`src/rtl/avmux_pkg.sv`:
```
package avmux_pkg;
  localparam int HDR_BYTES = 5;

  typedef enum logic [7:0] {
    IDX_AUD = 8'd0,
    IDX_VID = 8'd1,
    IDX_AV  = 8'd2
  } frame_idx_e;

  typedef enum logic [1:0] {
    TX_IDLE,
    TX_HDR,
    TX_AUD,
    TX_VID
  } tx_state_e;
endpackage

```
`src/rtl/avmux_bank.sv`:
```
module avmux_bank #(
  parameter int DEPTH = 8,
  localparam int AW = $clog2(DEPTH),
  localparam int CW = $clog2(DEPTH + 1)
) (
  input  logic          clk,
  input  logic          rst_n,
  input  logic          in_valid,
  input  logic [7:0]    in_data,
  input  logic          hold,
  output logic          in_ready,
  input  logic          swap,
  output logic [CW-1:0] fill_cnt,
  output logic          fill_sel,
  input  logic          rd_sel,
  input  logic [AW-1:0] rd_addr,
  output logic [7:0]    rd_data
);
  logic [7:0] mem [2][DEPTH];
  logic       wr_en;

  assign in_ready = !hold && (fill_cnt != CW'(DEPTH));
  assign wr_en    = in_valid && in_ready;
  assign rd_data  = mem[rd_sel][rd_addr];

  always_ff @(posedge clk or negedge rst_n) begin
    if (!rst_n) begin
      fill_cnt <= '0;
      fill_sel <= 1'b0;
    end else if (swap) begin
      fill_cnt <= '0;
      fill_sel <= ~fill_sel;
    end else if (wr_en) begin
      fill_cnt <= fill_cnt + CW'(1);
    end
  end

  always_ff @(posedge clk) begin
    if (wr_en) mem[fill_sel][fill_cnt[AW-1:0]] <= in_data;
  end
endmodule

```
`src/rtl/avmux_tx.sv`:
```
module avmux_tx
  import avmux_pkg::*;
#(
  parameter int          AUD_BYTES = 4,
  parameter int          VID_MAX   = 8,
  parameter logic [15:0] SOF       = 16'hB5C3,
  localparam int AAW = $clog2(AUD_BYTES),
  localparam int VAW = $clog2(VID_MAX),
  localparam int VCW = $clog2(VID_MAX + 1)
) (
  input  logic           clk,
  input  logic           rst_n,
  input  logic           start,
  input  logic           start_aud,
  input  logic [VCW-1:0] start_vcnt,
  input  logic           start_abank,
  input  logic           start_vbank,
  output logic           busy,
  output logic           a_sel,
  output logic [AAW-1:0] a_addr,
  input  logic [7:0]     a_data,
  output logic           v_sel,
  output logic [VAW-1:0] v_addr,
  input  logic [7:0]     v_data,
  output logic           out_valid,
  input  logic           out_ready,
  output logic [7:0]     out_data,
  output logic           out_last
);
  tx_state_e      st, nxt_after;
  logic [15:0]    pos;
  logic           has_aud;
  logic [VCW-1:0] vcnt;
  logic           abank, vbank;
  logic [15:0]    frame_sz;
  frame_idx_e     idx;
  logic           sec_end, fire;

  assign frame_sz  = 16'(HDR_BYTES) + (has_aud ? 16'(AUD_BYTES) : 16'd0) + 16'(vcnt);
  assign idx       = has_aud ? ((vcnt != '0) ? IDX_AV : IDX_AUD) : IDX_VID;
  assign out_valid = (st != TX_IDLE);
  assign busy      = out_valid;
  assign fire      = out_valid && out_ready;
  assign a_sel     = abank;
  assign v_sel     = vbank;
  assign a_addr    = pos[AAW-1:0];
  assign v_addr    = pos[VAW-1:0];

  always_comb begin
    sec_end  = 1'b0;
    out_data = 8'h00;
    case (st)
      TX_HDR: begin
        sec_end = (pos == 16'(HDR_BYTES - 1));
        case (pos[2:0])
          3'd0:    out_data = SOF[15:8];
          3'd1:    out_data = SOF[7:0];
          3'd2:    out_data = idx;
          3'd3:    out_data = frame_sz[15:8];
          default: out_data = frame_sz[7:0];
        endcase
      end
      TX_AUD: begin
        sec_end  = (pos == 16'(AUD_BYTES - 1));
        out_data = a_data;
      end
      TX_VID: begin
        sec_end  = (pos == 16'(vcnt) - 16'd1);
        out_data = v_data;
      end
      default: ;
    endcase
  end

  always_comb begin
    case (st)
      TX_HDR:  nxt_after = has_aud ? TX_AUD : ((vcnt != '0) ? TX_VID : TX_IDLE);
      TX_AUD:  nxt_after = (vcnt != '0) ? TX_VID : TX_IDLE;
      default: nxt_after = TX_IDLE;
    endcase
  end

  assign out_last = out_valid && sec_end && (nxt_after == TX_IDLE);

  always_ff @(posedge clk or negedge rst_n) begin
    if (!rst_n) begin
      st      <= TX_IDLE;
      pos     <= '0;
      has_aud <= 1'b0;
      vcnt    <= '0;
      abank   <= 1'b0;
      vbank   <= 1'b0;
    end else if (st == TX_IDLE) begin
      if (start) begin
        st      <= TX_HDR;
        pos     <= '0;
        has_aud <= start_aud;
        vcnt    <= start_vcnt;
        abank   <= start_abank;
        vbank   <= start_vbank;
      end
    end else if (fire) begin
      if (sec_end) begin
        st  <= nxt_after;
        pos <= '0;
      end else begin
        pos <= pos + 16'd1;
      end
    end
  end
endmodule

```
`src/rtl/avmux.sv`:
```
module avmux #(
  parameter int          AUD_BYTES = 4,
  parameter int          VID_MAX   = 8,
  parameter logic [15:0] SOF       = 16'hB5C3
) (
  input  logic       clk,
  input  logic       rst_n,
  input  logic       aud_valid,
  input  logic [7:0] aud_data,
  output logic       aud_ready,
  input  logic       vid_valid,
  input  logic [7:0] vid_data,
  output logic       vid_ready,
  input  logic       aud_done,
  output logic       out_valid,
  input  logic       out_ready,
  output logic [7:0] out_data,
  output logic       out_last
);
  localparam int AAW = $clog2(AUD_BYTES);
  localparam int VAW = $clog2(VID_MAX);
  localparam int ACW = $clog2(AUD_BYTES + 1);
  localparam int VCW = $clog2(VID_MAX + 1);

  logic           pend_aud, req_aud, vid_full, tx_busy;
  logic           swap_now, swap_aud;
  logic [ACW-1:0] a_cnt;
  logic [VCW-1:0] v_cnt;
  logic           a_fill, v_fill, a_rsel, v_rsel;
  logic [AAW-1:0] a_addr;
  logic [VAW-1:0] v_addr;
  logic [7:0]     a_rdata, v_rdata;

  assign req_aud  = pend_aud || aud_done;
  assign vid_full = (v_cnt == VCW'(VID_MAX));
  assign swap_now = !tx_busy && (req_aud || vid_full);
  assign swap_aud = swap_now && req_aud;

  always_ff @(posedge clk or negedge rst_n) begin
    if (!rst_n) pend_aud <= 1'b0;
    else        pend_aud <= req_aud && !swap_now;
  end

  avmux_bank #(.DEPTH(AUD_BYTES)) u_aud (
    .clk(clk), .rst_n(rst_n),
    .in_valid(aud_valid), .in_data(aud_data), .hold(req_aud), .in_ready(aud_ready),
    .swap(swap_aud), .fill_cnt(a_cnt), .fill_sel(a_fill),
    .rd_sel(a_rsel), .rd_addr(a_addr), .rd_data(a_rdata)
  );

  avmux_bank #(.DEPTH(VID_MAX)) u_vid (
    .clk(clk), .rst_n(rst_n),
    .in_valid(vid_valid), .in_data(vid_data), .hold(swap_now), .in_ready(vid_ready),
    .swap(swap_now), .fill_cnt(v_cnt), .fill_sel(v_fill),
    .rd_sel(v_rsel), .rd_addr(v_addr), .rd_data(v_rdata)
  );

  avmux_tx #(.AUD_BYTES(AUD_BYTES), .VID_MAX(VID_MAX), .SOF(SOF)) u_tx (
    .clk(clk), .rst_n(rst_n),
    .start(swap_now), .start_aud(swap_aud), .start_vcnt(v_cnt),
    .start_abank(a_fill), .start_vbank(v_fill),
    .busy(tx_busy),
    .a_sel(a_rsel), .a_addr(a_addr), .a_data(a_rdata),
    .v_sel(v_rsel), .v_addr(v_addr), .v_data(v_rdata),
    .out_valid(out_valid), .out_ready(out_ready), .out_data(out_data), .out_last(out_last)
  );
endmodule

```
`config.mk`:
```
export PLATFORM = sky130hd
export DESIGN_NAME = avmux
export DESIGN_NICKNAME = d
export VERILOG_FILES = /design/src/rtl/avmux_pkg.sv /design/src/rtl/avmux_bank.sv /design/src/rtl/avmux_tx.sv /design/src/rtl/avmux.sv
export SDC_FILE = /design/constraint.sdc
export NUM_CORES = 1
export LEC_CHECK = 0
export ABC_AREA = 0
export BUFFER_PORTS_ARGS = -buffer_cell sky130_fd_sc_hd__buf_4
export CAP_MARGIN = 20
export CORE_MARGIN = 2
export CORE_UTILIZATION = 35
export CTS_CLUSTER_DIAMETER = 50
export DETAILED_ROUTE_END_ITERATION = 8
export GPL_TIMING_DRIVEN = 0
export SLEW_MARGIN = 25
export SYNTH_ARGS = -nofsm -noshare
export SYNTH_HDL_FRONTEND = slang
export SYNTH_SLANG_ARGS = --single-unit
```
`constraint.sdc`:
```
create_clock -name clk -period 5.87 [get_ports clk]
set_input_delay 0.8805 -clock clk [delete_from_list [all_inputs] [get_ports clk]]
set_output_delay 0.8805 -clock clk [all_outputs]
set_load 0.02 [all_outputs]
```
# Word-level counts from Yosys, hierarchy flattened
# Memories as Yosys holds them, arrays and structs flattened.
# Cells that the tools add are included.
# classes
reduce_logical	29
eq_ne	13
n_mux	35
n_addsub	6
bitwise	6
n_lt_le_gt_ge	6
# op_table
operator	n
16-bit 2-to-1 mux	4
64-bit 2-to-1 mux	1
8-bit 2-to-1 mux	7
32-bit 2-to-1 mux	1
8-bit one-hot mux with 4 select lines	1
8-bit binary-select mux with 3-bit select	1
8-bit demux with 3-bit select	1
8-bit one-hot mux with 3 select lines	1
16-bit by 1-bit adder with 16-bit output (second input constant)	1
16-bit by 4-bit adder with 16-bit output	1
3-bit by 16-bit adder with 16-bit output (first input constant)	1
8-bit binary-select mux with 2-bit select	1
8-bit demux with 2-bit select	1
16-bit equality test	1
16-bit by 2-bit equality test with 1-bit output (second input constant)	1
16-bit by 3-bit equality test with 1-bit output (second input constant)	1
2-bit 2-to-1 mux	7
1-bit logical AND	12
2-bit nonzero test	5
3-bit 2-to-1 mux	3
4-bit greater-or-equal comparator (second input constant)	2
4-bit 2-to-1 mux	2
3-bit inverter with 4-bit output	2
3-bit by 2-bit equality test with 1-bit output (second input constant)	2
25 further kinds	35
# totals
mem_count	2
mem_bits_rw	192
in_bits	22
regBits	35
wordCells	108
output_inout_bits	12
# mem_list
name	depth	width	read_ports	rd_clocked_by_memory_dff	write_ports	line	text
u_vid.mem	2	64	1	0	1	avmux_bank.sv:19	logic [7:0] mem [2][DEPTH];
u_aud.mem	2	32	1	0	1	avmux_bank.sv:19	

# Depth between registers and ports, before layout
# logic_depth
depth_word	8
depth_mapped	10
ltp_nobuf	8

# Cells and area by module
# A second synthesis with hierarchy kept.
# unflattened
cells_unflattened	589
hier_area_um2	9948.3
# modules_own_cells
module	area_each_um2	cells_per_inst	n_inst	seq_area_each_um2
avmux_bank (u_vid)	5260.0	252	1	3968.8
avmux_bank (u_aud)	2773.9	128	1	2021.9
avmux_tx	1856.8	202	1	625.6
avmux	57.6	7	1	25.0

# Worst setup path before layout
# Ideal clock, no wire load.
# synth_path
path_type	register to output
start	register u_tx.pos[0]
end	output out_data[4]
path_stages_with_launch	11
path_buffers	3
slack_ns	2.633
t_arrival_ns	2.356
t_required_ns	4.990
path_cell_list	dfrtp_1 -> buf_2 -> buf_2 -> buf_1 -> inv_1 -> ha_1 -> nor3_1 -> o21ba_2 -> a22o_1 -> a22oi_1 -> a21oi_1
# synth_via
elab_chain_cells	5
word_cells_on_any_way	14
classes_between	eq/ne (3); mux (8); bitwise (2); reduce/logical (1)
# synth_rtl
element	line	text
from (decl)	avmux_tx.sv:31	logic [15:0] pos;
from (signal assigned)	avmux_tx.sv:107	pos <= pos + 16'd1;
3-bit inverter with 4-bit output (implied by the code) or 2-bit inverter with 3-bit output (tied branches)	avmux_bank.sv:24	assign rd_data = mem[rd_sel][rd_addr];
8-bit binary-select mux with 3-bit select or 8-bit binary-select mux with 2-bit select (tied branches)	avmux_bank.sv:24	
8-bit 2-to-1 mux (implied by the code) (2 in series)	avmux_bank.sv:24	
8-bit one-hot mux with 3 select lines (*)	avmux_tx.sv:52	case (st)
to (decl)	avmux.sv:17	output logic [7:0] out_data,
# Mark *: on every way between the ends. The rest lies on a longest branch, timed or not. The select of a mux whose other input is x is not followed.

# Final worst setup path
# layout_path
start	register u_tx.pos[1]
end	output out_data[4]
# Same word-level chain as after synthesis.

==> metrics.txt <==
IO Pins 34; Rel. slew slack 37.2%; Die Y ~170 um; die width 171 um; P_leak 3.93 nW; Port Buffers 33; Tcrit/Tclk final 80.8%; Final setup viols 0; Root Buffer clkbuf_16; remaining antenna violation count after routing 0; ys flop type edfxtp_1; clock-pin slew on the worst setup and hold paths 0.06 ns; switching part of the total between 20% and 30%; CP required 4.99 ns; setup_tns 0 ns; GPL Wtd Cong roughly 0.86; Setup Buffers After CTS 0; total CTS buffers 25; synth top area cells edfxtp_1 59%, mux4_2 13%, dfrtp_1 9.0%; Post-CTS Hold Buffers 0; syn nets 634; Routed WL 21.6 mm; Clock power frac 38.9%; Pre-antenna DRT Iters 5; Synth Cell Area 0.00978 sq mm; Slew @ Worst Pin 0.939 ns; CP Launch Type flip-flop; RSZ-0062 raised after global routing false; Vias 5,427; Clock Sinks 227; dominant cell type by area after synthesis edfxtp_1; share of cells above drive strength 1 approximately 25%; pwr/cell area roughly 370 mW/mm^2; synthesis-to-finish area growth 17.2%; clk buf depth 3; Post-Route Skew 0.00976 ns; sequential share of power 45.0%; min Tclk post-route around 4.7 ns; Yosys cell types 60; drt drc 0; std cell rows ~60; Logic pwr share 16.1%; Post-synth EDFFs 192; Synth top area share about three fifths; Final Max Tran Viols 0; FMAX 211 MHz; Initial Util approximately 35%; first-pass GRT wire length 33.3 mm; Max stage delay on crit path 0.66 ns; crit path DAT 3.86 ns; total congestion overflow 0; total power around 4.3 mW; Buf/Inv on CP 3; initial antenna violation count 0; core area 0.0276 sq mm; status complete, no violations; critical path, cell by cell clkbuf_1 -> clkinv_1 -> ha_1 -> nor3_1 -> o21ba_2 -> a22o_1 -> a22oi_1 -> a21oi_1 -> buf_4; Hold Vio Cnt, Final 0; #FFs+latches synth 227; HPWL after DPL around 14 mm; Worst path slowest cell clkbuf_1; fillers 2,484; sequential fraction of the synthesis area 67.9%; CTS tree done; Crit Path Max Fanout 11; post-synthesis cell count 591; Tot GR Track Use 15.2%; diodes inserted 0; maximum VDD drop 0.000230 V; Starting DRT DRC Count 465; mean post-synth cell area 16.5 sq um; H-Tree Depth 1; post-DR wirelength/cell 20.6 um; cell family with most CP delay buffers and inverters; worst skew pair latency ~0.51 ns; fin nets 697; post-CTS resize count 0; Critical Path End Type output port; CP Class reg -> out; vias in the first global route 5,553; internal power around 3.1 mW; largest net degree at the start of global routing 36; post-DR vias/cell roughly 5.2; Hold Crit Class in -> async; Switch Pwr 1.15 mW; count leader, synth edfxtp_1; Max-cap violations 0; YS warnings 0; ys async rst share approximately 15%; full die area 0.0293 sq mm; Commonest cells post-synth 192 x edfxtp_1, 62 x nand2_1, 56 x mux4_2
cell type report:
cell class	count	area (sq um)	area share [%]
flip-flops and latches	227	6640	58.0
multi-input cells	316	2980	26.0
clock buffers	25	626	5.46
well taps	378	473	4.13
repair buffers	36	282	2.46
clock inverters	20	248	2.16
plain buffers	29	140	1.22
inverters	19	71.3	0.622
per-layer routing:
layer	routed length, um	vias up	track usage, %
li1	-	2436	-
met1	9720	2786	21.1
met2	10300	162	24.3
met3	1100	43	2.80
met4	565	0	4.86
met5	0	-	0
registers in the layout, summed over array words and instances, names as in the netlist, 2 cells and up:
register and count:
u_vid.mem 128, u_tx.pos 16, u_tx.st 2, u_vid.fill_cnt 4, u_tx.vcnt 4, u_aud.mem 64
u_aud.fill_cnt 3
final timing paths:
kind,depth (start not counted),end,slack [ns],from
setup / recovery,9,out_data[4],1.13,u_tx.pos[1]$_DFFE_PN0P_
hold / removal,1,u_aud.fill_cnt[2]$_DFFE_PN0P_,0.32,rst_n
setup reg to reg,8,u_vid.mem[0][8]$_DFFE_PP_,2.23,u_tx.st[0]$_DFFE_PN0P_
hold reg to reg,2,u_aud.fill_cnt[2]$_DFFE_PN0P_,0.54,u_aud.fill_cnt[2]$_DFFE_PN0P_
max in group asynchronous,1,u_vid.fill_sel$_DFFE_PN0P_,5.22,rst_n
min in group clk,2,u_aud.fill_cnt[2]$_DFFE_PN0P_,0.54,u_aud.fill_cnt[2]$_DFFE_PN0P_
metrics by stage:
step	setup WS (ns)	util [%]	instance area, sq um	hold WS (ns)	cells
2_1_floorplan	2.63	-	9780	0.491	591
3_3_place_gp	1.77	38.0	10500	0.520	1002
3_5_place_dp	1.70	38.3	10600	0.533	1005
4_1_cts	1.14	41.4	11400	0.324	1050
5_1_grt	0.912	41.5	11500	0.350	1050
6_report	1.13	41.5	11500	0.322	1050
worst register-to-register path: stages (launching register included):
cell	delay [ns]
dfrtp_1	0.42
inv_1	0.11
ha_1	0.21
clkbuf_1	0.23
o21ai_1	0.52
and2_1	0.27
nand2_1	0.23
or3_1	0.49
nor2_1	0.76
power by group through the flow:
stage | Clock [mW] | Combinational, mW | Sequential, mW
floorplan | 0 | 0.421 | 1.93
global placement | 0 | 0.651 | 1.94
detailed placement | 0 | 0.680 | 1.95
CTS | 1.68 | 0.683 | 1.91
global route | 1.75 | 0.749 | 1.92
finish | 1.65 | 0.686 | 1.91
layout by cell type (no fill, tap or decap), drive strengths merged, types with 6 or more instances in the layout:
| cell | Yosys | routed |
|---|---|---|
| nand2 | 62 | 62 |
| buf | 12 | 48 |
| and2 | 7 | 7 |
| mux4 | 56 | 56 |
| edfxtp | 192 | 192 |
| xnor2 | 15 | 15 |
| clkbuf | 17 | 42 |
| nand3 | 13 | 13 |
| dfrtp | 35 | 35 |
| and3 | 7 | 7 |
| xor2 | 6 | 6 |
| o21ai | 11 | 11 |
| clkinv | 1 | 9 |
| ha | 21 | 21 |
| inv | 18 | 23 |
| nor2 | 29 | 29 |
| nor3 | 10 | 10 |
| a21oi | 20 | 20 |
cell families (layout without fill, tap and decap cells):
kind of cell | Yosys count | count (layout) | synth area share [%]
flip-flops | 227 | 227 | 67.9
AND/OR/NAND/NOR | 153 | 153 | 7.65
AO/OA/AOI/OAI | 64 | 64 | 4.71
multiplexers | 57 | 57 | 13.0
buffers and inverters | 48 | 129 | 2.16
adder cells (fa/ha/maj) | 21 | 21 | 2.69
XOR/XNOR | 21 | 21 | 1.88
Note: power is estimated with default switching activity, not from simulation.
